## config.mk

```make
export PLATFORM = sky130hd
export DESIGN_NAME = plane_clip_ptr_gen
export DESIGN_NICKNAME = d
export VERILOG_FILES = /design/src/rtl/pcg_pkg.sv /design/src/rtl/pcg_fmt_decode.sv /design/src/rtl/pcg_plane_ptr.sv /design/src/rtl/pcg_size_clip.sv /design/src/rtl/plane_clip_ptr_gen.sv
export SDC_FILE = /design/constraint.sdc
export NUM_CORES = 2
export LEC_CHECK = 0
export ABC_CLOCK_PERIOD_IN_PS = 1800
export CAP_MARGIN = 15
export CORE_MARGIN = 3
export CORE_UTILIZATION = 46
export CTS_BUF_LIST = sky130_fd_sc_hd__clkbuf_8
export DETAILED_ROUTE_END_ITERATION = 10
export PLACE_DENSITY = 0.66
export SETUP_SLACK_MARGIN = 0.2
export SLEW_MARGIN = 20
export SYNTH_ARGS = -nofsm -noshare
export SYNTH_HDL_FRONTEND = slang
export SYNTH_SLANG_ARGS = --single-unit
```

## constraint.sdc

```tcl
create_clock -name clk -period 1.8 [get_ports clk]
set_input_delay 0.27 -clock clk [delete_from_list [all_inputs] [get_ports clk]]
set_output_delay 0.27 -clock clk [all_outputs]
set_load 0.02 [all_outputs]
```

## src/rtl/pcg_pkg.sv

```systemverilog
package pcg_pkg;
    localparam int PLANES = 3;

    typedef struct packed {
        logic       legal;
        logic [1:0] nplanes;
        logic       hsh;
        logic       vsh;
    } fmt_info_t;
endpackage

```

## src/rtl/pcg_fmt_decode.sv

```systemverilog
module pcg_fmt_decode
    import pcg_pkg::*;
(
    input  logic [3:0] fmt_code,
    input  logic       cr_first,
    output fmt_info_t  info
);
    always_comb begin
        info = '{legal: 1'b0, nplanes: 2'd1, hsh: 1'b0, vsh: 1'b0};
        if (!fmt_code[3]) begin
            info.legal = !cr_first;
        end else if (fmt_code[2] == 1'b0) begin
            // bit0 selects two-plane, bit1 selects 4:2:2
            info.nplanes = fmt_code[0] ? 2'd2 : 2'd3;
            info.hsh     = 1'b1;
            info.vsh     = !fmt_code[1];
            info.legal   = !(cr_first && fmt_code[0]);
        end
    end
endmodule

```

## src/rtl/pcg_plane_ptr.sv

```systemverilog
module pcg_plane_ptr #(
    parameter int ADDR_W  = 32,
    parameter int PITCH_W = 16,
    parameter int BPP_W   = 3,
    parameter int MAG_W   = 13
) (
    input  logic [ADDR_W-1:0]  base,
    input  logic [PITCH_W-1:0] pitch,
    input  logic [BPP_W-1:0]   bpp,
    input  logic [MAG_W-1:0]   negx,
    input  logic [MAG_W-1:0]   negy,
    input  logic               sub_h,
    input  logic               sub_v,
    output logic [ADDR_W-1:0]  ptr
);
    localparam int XP_W = BPP_W + MAG_W;
    localparam int YP_W = PITCH_W + MAG_W;

    logic [XP_W-1:0] xprod;
    logic [YP_W-1:0] yprod;

    always_comb begin
        xprod = XP_W'(bpp) * XP_W'(negx);
        yprod = YP_W'(pitch) * YP_W'(negy);
        ptr   = base + ADDR_W'(xprod >> sub_h) + ADDR_W'(yprod >> sub_v);
    end
endmodule

```

## src/rtl/pcg_size_clip.sv

```systemverilog
module pcg_size_clip #(
    parameter int DIM_W = 12,
    parameter int MAG_W = 13
) (
    input  logic [DIM_W-1:0] src_w,
    input  logic [DIM_W-1:0] src_h,
    input  logic [MAG_W-1:0] negx,
    input  logic [MAG_W-1:0] negy,
    input  logic             hsh,
    input  logic             vsh,
    output logic [DIM_W-1:0] luma_w,
    output logic [DIM_W-1:0] luma_h,
    output logic [DIM_W-1:0] chroma_w,
    output logic [DIM_W-1:0] chroma_h,
    output logic             bad
);
    localparam int S_W = ((DIM_W > MAG_W) ? DIM_W : MAG_W) + 2;

    logic signed [S_W-1:0] lw_s, lh_s, cw_s, ch_s;

    always_comb begin
        lw_s = S_W'(src_w) - S_W'(negx);
        lh_s = S_W'(src_h) - S_W'(negy);
        cw_s = S_W'(src_w >> hsh) - S_W'(negx >> hsh);
        ch_s = S_W'(src_h >> vsh) - S_W'(negy >> vsh);
        bad  = (lw_s <= 0) || (lh_s <= 0) || (cw_s <= 0) || (ch_s <= 0);
        luma_w   = DIM_W'(lw_s);
        luma_h   = DIM_W'(lh_s);
        chroma_w = DIM_W'(cw_s);
        chroma_h = DIM_W'(ch_s);
    end
endmodule

```

## src/rtl/plane_clip_ptr_gen.sv

```systemverilog
module plane_clip_ptr_gen
    import pcg_pkg::*;
#(
    parameter int ADDR_W  = 32,
    parameter int PITCH_W = 16,
    parameter int BPP_W   = 3,
    parameter int DIM_W   = 12,
    parameter int POS_W   = 13
) (
    input  logic                               clk,
    input  logic                               rst_n,
    input  logic                               start,
    input  logic [3:0]                         fmt_code,
    input  logic                               cr_first,
    input  logic [PLANES-1:0][ADDR_W-1:0]      plane_base,
    input  logic [PLANES-1:0][PITCH_W-1:0]     plane_pitch,
    input  logic [PLANES-1:0][BPP_W-1:0]       plane_bpp,
    input  logic [DIM_W-1:0]                   src_w,
    input  logic [DIM_W-1:0]                   src_h,
    input  logic signed [POS_W-1:0]            pos_x,
    input  logic signed [POS_W-1:0]            pos_y,
    output logic                               done,
    output logic                               err,
    output logic [PLANES-1:0][ADDR_W-1:0]      fetch_ptr,
    output logic [DIM_W-1:0]                   luma_w,
    output logic [DIM_W-1:0]                   luma_h,
    output logic [DIM_W-1:0]                   chroma_w,
    output logic [DIM_W-1:0]                   chroma_h,
    output logic [POS_W-2:0]                   dst_x,
    output logic [POS_W-2:0]                   dst_y,
    output logic [1:0]                         plane_count
);
    localparam int MAG_W = POS_W;

    typedef struct packed {
        logic                          done;
        logic                          err;
        logic [PLANES-1:0][ADDR_W-1:0] ptr;
        logic [DIM_W-1:0]              lw;
        logic [DIM_W-1:0]              lh;
        logic [DIM_W-1:0]              cw;
        logic [DIM_W-1:0]              ch;
        logic [POS_W-2:0]              x;
        logic [POS_W-2:0]              y;
        logic [1:0]                    np;
    } state_t;

    state_t st_d, st_q;

    fmt_info_t                     info;
    logic [MAG_W-1:0]              negx, negy;
    logic [PLANES-1:0][ADDR_W-1:0] raw_ptr;
    logic [DIM_W-1:0]              lw_c, lh_c, cw_c, ch_c;
    logic                          size_bad;

    always_comb begin
        negx = pos_x[POS_W-1] ? MAG_W'(-pos_x) : '0;
        negy = pos_y[POS_W-1] ? MAG_W'(-pos_y) : '0;
    end

    pcg_fmt_decode u_dec (
        .fmt_code (fmt_code),
        .cr_first (cr_first),
        .info     (info)
    );

    for (genvar p = 0; p < PLANES; p++) begin : g_plane
        pcg_plane_ptr #(
            .ADDR_W  (ADDR_W),
            .PITCH_W (PITCH_W),
            .BPP_W   (BPP_W),
            .MAG_W   (MAG_W)
        ) u_ptr (
            .base  (plane_base[p]),
            .pitch (plane_pitch[p]),
            .bpp   (plane_bpp[p]),
            .negx  (negx),
            .negy  (negy),
            .sub_h ((p == 0) ? 1'b0 : info.hsh),
            .sub_v ((p == 0) ? 1'b0 : info.vsh),
            .ptr   (raw_ptr[p])
        );
    end

    pcg_size_clip #(
        .DIM_W (DIM_W),
        .MAG_W (MAG_W)
    ) u_size (
        .src_w    (src_w),
        .src_h    (src_h),
        .negx     (negx),
        .negy     (negy),
        .hsh      (info.hsh),
        .vsh      (info.vsh),
        .luma_w   (lw_c),
        .luma_h   (lh_c),
        .chroma_w (cw_c),
        .chroma_h (ch_c),
        .bad      (size_bad)
    );

    always_comb begin
        st_d      = st_q;
        st_d.done = 1'b0;
        st_d.err  = 1'b0;
        if (start) begin
            if (info.legal && !size_bad) begin
                st_d.done   = 1'b1;
                st_d.ptr[0] = raw_ptr[0];
                st_d.ptr[1] = cr_first ? raw_ptr[2] : raw_ptr[1];
                st_d.ptr[2] = cr_first ? raw_ptr[1] : raw_ptr[2];
                for (int p = 1; p < PLANES; p++) begin
                    if (p >= int'(info.nplanes)) st_d.ptr[p] = '0;
                end
                st_d.lw = lw_c;
                st_d.lh = lh_c;
                st_d.cw = cw_c;
                st_d.ch = ch_c;
                st_d.x  = pos_x[POS_W-1] ? '0 : pos_x[POS_W-2:0];
                st_d.y  = pos_y[POS_W-1] ? '0 : pos_y[POS_W-2:0];
                st_d.np = info.nplanes;
            end else begin
                st_d.err = 1'b1;
            end
        end
    end

    always_ff @(posedge clk or negedge rst_n) begin
        if (!rst_n) st_q <= '0;
        else        st_q <= st_d;
    end

    assign done        = st_q.done;
    assign err         = st_q.err;
    assign fetch_ptr   = st_q.ptr;
    assign luma_w      = st_q.lw;
    assign luma_h      = st_q.lh;
    assign chroma_w    = st_q.cw;
    assign chroma_h    = st_q.ch;
    assign dst_x       = st_q.x;
    assign dst_y       = st_q.y;
    assign plane_count = st_q.np;

    assert_done_err_excl_R1: assert property (@(posedge clk) disable iff (!rst_n)
        !(done && err));
    assert_resp_needs_start_R1: assert property (@(posedge clk) disable iff (!rst_n)
        (done || err) |-> $past(start));
    assert_start_answered_R1: assert property (@(posedge clk) disable iff (!rst_n)
        start |=> (done || err));
    assert_hold_on_err_R4: assert property (@(posedge clk) disable iff (!rst_n)
        err |-> ($stable(fetch_ptr) && $stable(luma_w) && $stable(chroma_h)));
    assert_unused_ptr_zero_R3: assert property (@(posedge clk) disable iff (!rst_n)
        (done && plane_count != 2'd3) |-> (fetch_ptr[2] == '0));
    assert_chroma_bound_R9: assert property (@(posedge clk) disable iff (!rst_n)
        done |-> (chroma_w <= luma_w && chroma_h <= luma_h));
    assert_sizes_positive_R11: assert property (@(posedge clk) disable iff (!rst_n)
        done |-> (luma_w != '0 && luma_h != '0 && chroma_w != '0 && chroma_h != '0));
endmodule

```

==> metrics <==
status=finished with violations; violated checks=setup timing; slowest stage cell, crit path=fa_1; GR Overflow Total=0; Stages on worst setup path=43; CTS tree=yes; number of global-route vias before repair=39,218; period utilization=4.858; htree depth=4; total CTS buffers=17; drt first pass iters=5; max-slew violations=0; Max Cap Viol=0; Nets=7,276; FF+latch area=4304 um2; critical path's top delay family=adder cells; CP Data Required Time=2.35 ns; Fillers=6,783; worst-skew pair later-pin latency=0.58 ns; R2R depth=2; RR Endpoint=chroma_w[5]; critical path class=in -> reg; Setup-failing EPs final=344; global-route wire length before repair=214.1 mm; Syn Nets=6,068; Arr. time, crit path=9.29 ns; Most used DFF post-synth=dfrtp_1; Achievable Freq=114.4 MHz; Max FO, Critical Path=6; Final min period=8.745 ns; Yosys cell types=82; Port Buffers=382; sequential area share after synthesis=0.1075; initial antenna violation count=9; layout cells sized above 1=0.2690; cell mode on critical path=buf_6; Initial Util=0.4672; startpoint class of the critical path=input port; std cell rows=107; Worst Clk Skew=0 ns; EDFF count, synth=0; total length of routed wires=138.5 mm; multi-input logic area=35,090 um2; area growth from synthesis to layout=43.03%; CP Buf/Inv Count=13; vias=38,297; actual slew at the worst max-slew pin=0.7937 ns; Fin Hold WS=0.07116 ns; Yosys reg bits=172; Die Y=301.0 um; flop-to-flop setup slack=0.97 ns; Final WS setup=-6.945 ns; CP max stage delay=0.55 ns; clk slew on worst S/H paths=0.14 ns; vias per inst=5.302; Pwr Total=110.7 mW; Final ANT Viol Nets=0; pin count of the biggest net entering global routing=98; core outline area=85,680 um2; clk sink count=172; die area=90,600 um2; clk root buf=clkbuf_8; clk buf depth=2; RD Place Congestion=0.9506; peak supply drop=2854 uV; asr flop ratio synth=1.000; Post-Syn Area per Cell=8.254 um2; R2R Path Start=chroma_w[5]; First DRT Iteration DRCs=2,679; cell area after layout=57,260 um2; Critical Path Source=pos_y[3]; CP Capture Point=fetch_ptr[56]; Crit. End Element=flip-flop; WL/cell=19.17 um; Post-route DRC=0; GRT Util Overall=0.3018; YS warnings=0; dpl cell area=52,330 um2; HP Class=in -> reg; Syn Std Cell Area=40,030 um2; Final Hold Fails=0; # IOs=383; PwrDens=1933 nW/um2; Rel. slew slack=0.4708; RSZ-0062 raised after global routing=true; Mapped Cells=4,850; Die W=301.0 um; DPL Wire Length=110.6 mm; P_leak=28.98 nW
[how the worst min path moves through the flow]
stage	startpoint	endpoint	slack (ns)	depth (start not counted)
floorplan	rst_n	chroma_h[0]	-0.03	0
global placement	rst_n	fetch_ptr[4]	0.27	1
detailed placement	rst_n	fetch_ptr[4]	0.27	1
CTS	pos_y[2]	dst_y[2]	0.008	4
global route	pos_y[6]	dst_y[6]	0.04	4
finish	pos_y[6]	dst_y[6]	0.07	4
[flip-flops by register name (all words and copies together) (netlist names)]
signal       count
err              1
chroma_h        12
chroma_w        12
dst_y           12
luma_w          12
luma_h          12
plane_count      2
dst_x           12
fetch_ptr       96
done             1
[worst register-to-register path, cell delays in order (launching register included)]
cell     delay (ns)
dfrtp_1        0.40
and2_1         0.13
a31o_2         0.20
[power breakdown]
part | internal, mW | switching, mW
Clock | 1.16 | 2.15
Sequential | 5.15 | 0.785
Combinational | 51.7 | 49.7
Total | 58.0 | 52.7
[synthesized netlist by cell type (7+ instances only)]
cell type  instances  area, um2
o31ai_1           52      390.4
o31a_1             8      70.07
or3_1             18      112.6
a21o_1            56      420.4
o21bai_1          24      180.2
and3_1           211       1320
o211ai_1          17      127.6
a31o_2             7      61.31
o21a_1            34      255.2
nor2_1           147      551.8
nor4_1            12      75.07
dfrtp_1          172       4304
nand3_1           38      190.2
xor2_1            73      639.4
mux2_2            32      360.4
inv_1            832       3123
a41oi_1            7      61.31
a31oi_1           17      106.4
nand2_1          875       3284
o41ai_1            8      70.07
o21ai_0          242       1211
buf_1             18      67.56
buf_4             12      90.09
a21oi_1          172      860.8
o2111ai_1          8      70.07
clkbuf_1         198      743.2
nor3b_1            7      52.55
a211oi_1          17      127.6
nand2b_1          56      350.3
and2_1            77      481.7
mux2i_1           75      750.7
nand4_1            9      56.30
xnor2_1          107      937.2
ha_1             417       5218
buf_2              9      45.04
nor2b_1           30      187.7
nor3_1            47      235.2
fa_1             590      11810
or2_2             13      81.33
[routing by layer]
| metal | up-vias | track usage | part of all wire |
|---|---|---|---|
| li1 | 17953 | - | - |
| met1 | 18769 | 0.4044 | 0.42 |
| met2 | 1332 | 0.4945 | 0.47 |
| met3 | 241 | 0.05148 | 0.070 |
| met4 | 2 | 0.1040 | 0.037 |
| met5 | - | 0 | 0.000094 |
[logic make-up after synthesis]
logic type | count (synthesis) | share of synthesized area
mux | 109 | 0.02851
xor+xnor | 180 | 0.03938
fa+ha+maj | 1007 | 0.4254
simple gates | 1570 | 0.1812
compound gates | 733 | 0.1144
buf+inv | 1079 | 0.1036
flops | 172 | 0.1075
[per-stage QoR]
step | setup WS, ns | utilization | cells | TNS [ns]
CTS | -6.845 | 0.6493 | 7177 | -782.62
floorplan | -7.079 | - | 4850 | -749.50
finish | -6.945 | 0.6683 | 7223 | -795.73
global placement | -7.898 | 0.6108 | 7065 | -937.04
global route | -7.184 | 0.6682 | 7222 | -827.68
detailed placement | -8.076 | 0.6108 | 7065 | -951.87
[layout by cell type, fill, tap and decap left out, types with 14 or more instances in the layout]
cell / n
fa_2: 16
nand3_1: 31
buf_6: 105
o21a_1: 34
mux2_4: 14
mux2i_1: 67
nor3_1: 35
clkdlybuf4s50_1: 367
dfrtp_1: 172
buf_4: 893
and2_1: 64
inv_1: 800
xnor2_2: 36
nor2_1: 121
mux2_2: 20
xor2_1: 59
nand2_1: 842
a21o_1: 56
or3_1: 15
o21ai_1: 82
o21ai_0: 125
a21oi_2: 41
clkbuf_8: 18
o31ai_1: 43
o21ai_2: 31
o21bai_1: 20
a21oi_1: 111
xnor2_1: 59
inv_2: 34
nand2b_1: 48
fa_1: 574
o211ai_1: 17
nor2b_1: 25
and3_1: 208
buf_12: 39
ha_1: 338
a21oi_4: 20
nand2_2: 24
ha_4: 76
[layout make-up]
cell class              instances  share of cell area
inverters                     836             0.05485
clock inverters                15            0.004152
well taps                    1144             0.02500
multi-input cells            3600              0.6129
flip-flops and latches        172             0.07517
diodes                          8           0.0003496
repair buffers               1431              0.2235
clock buffers                  17            0.004086
[repair_timing]
action,4_1_cts,5_1_grt
hold buffers,1,0
cloned,9,0
gates resized for setup,509,273
pin swaps,194,166
buffers inserted,70,38
endpoints found under the setup margin,344,344
endpoints found under the hold margin,163,0
No activity file was read; power rests on OpenSTA's default activity.
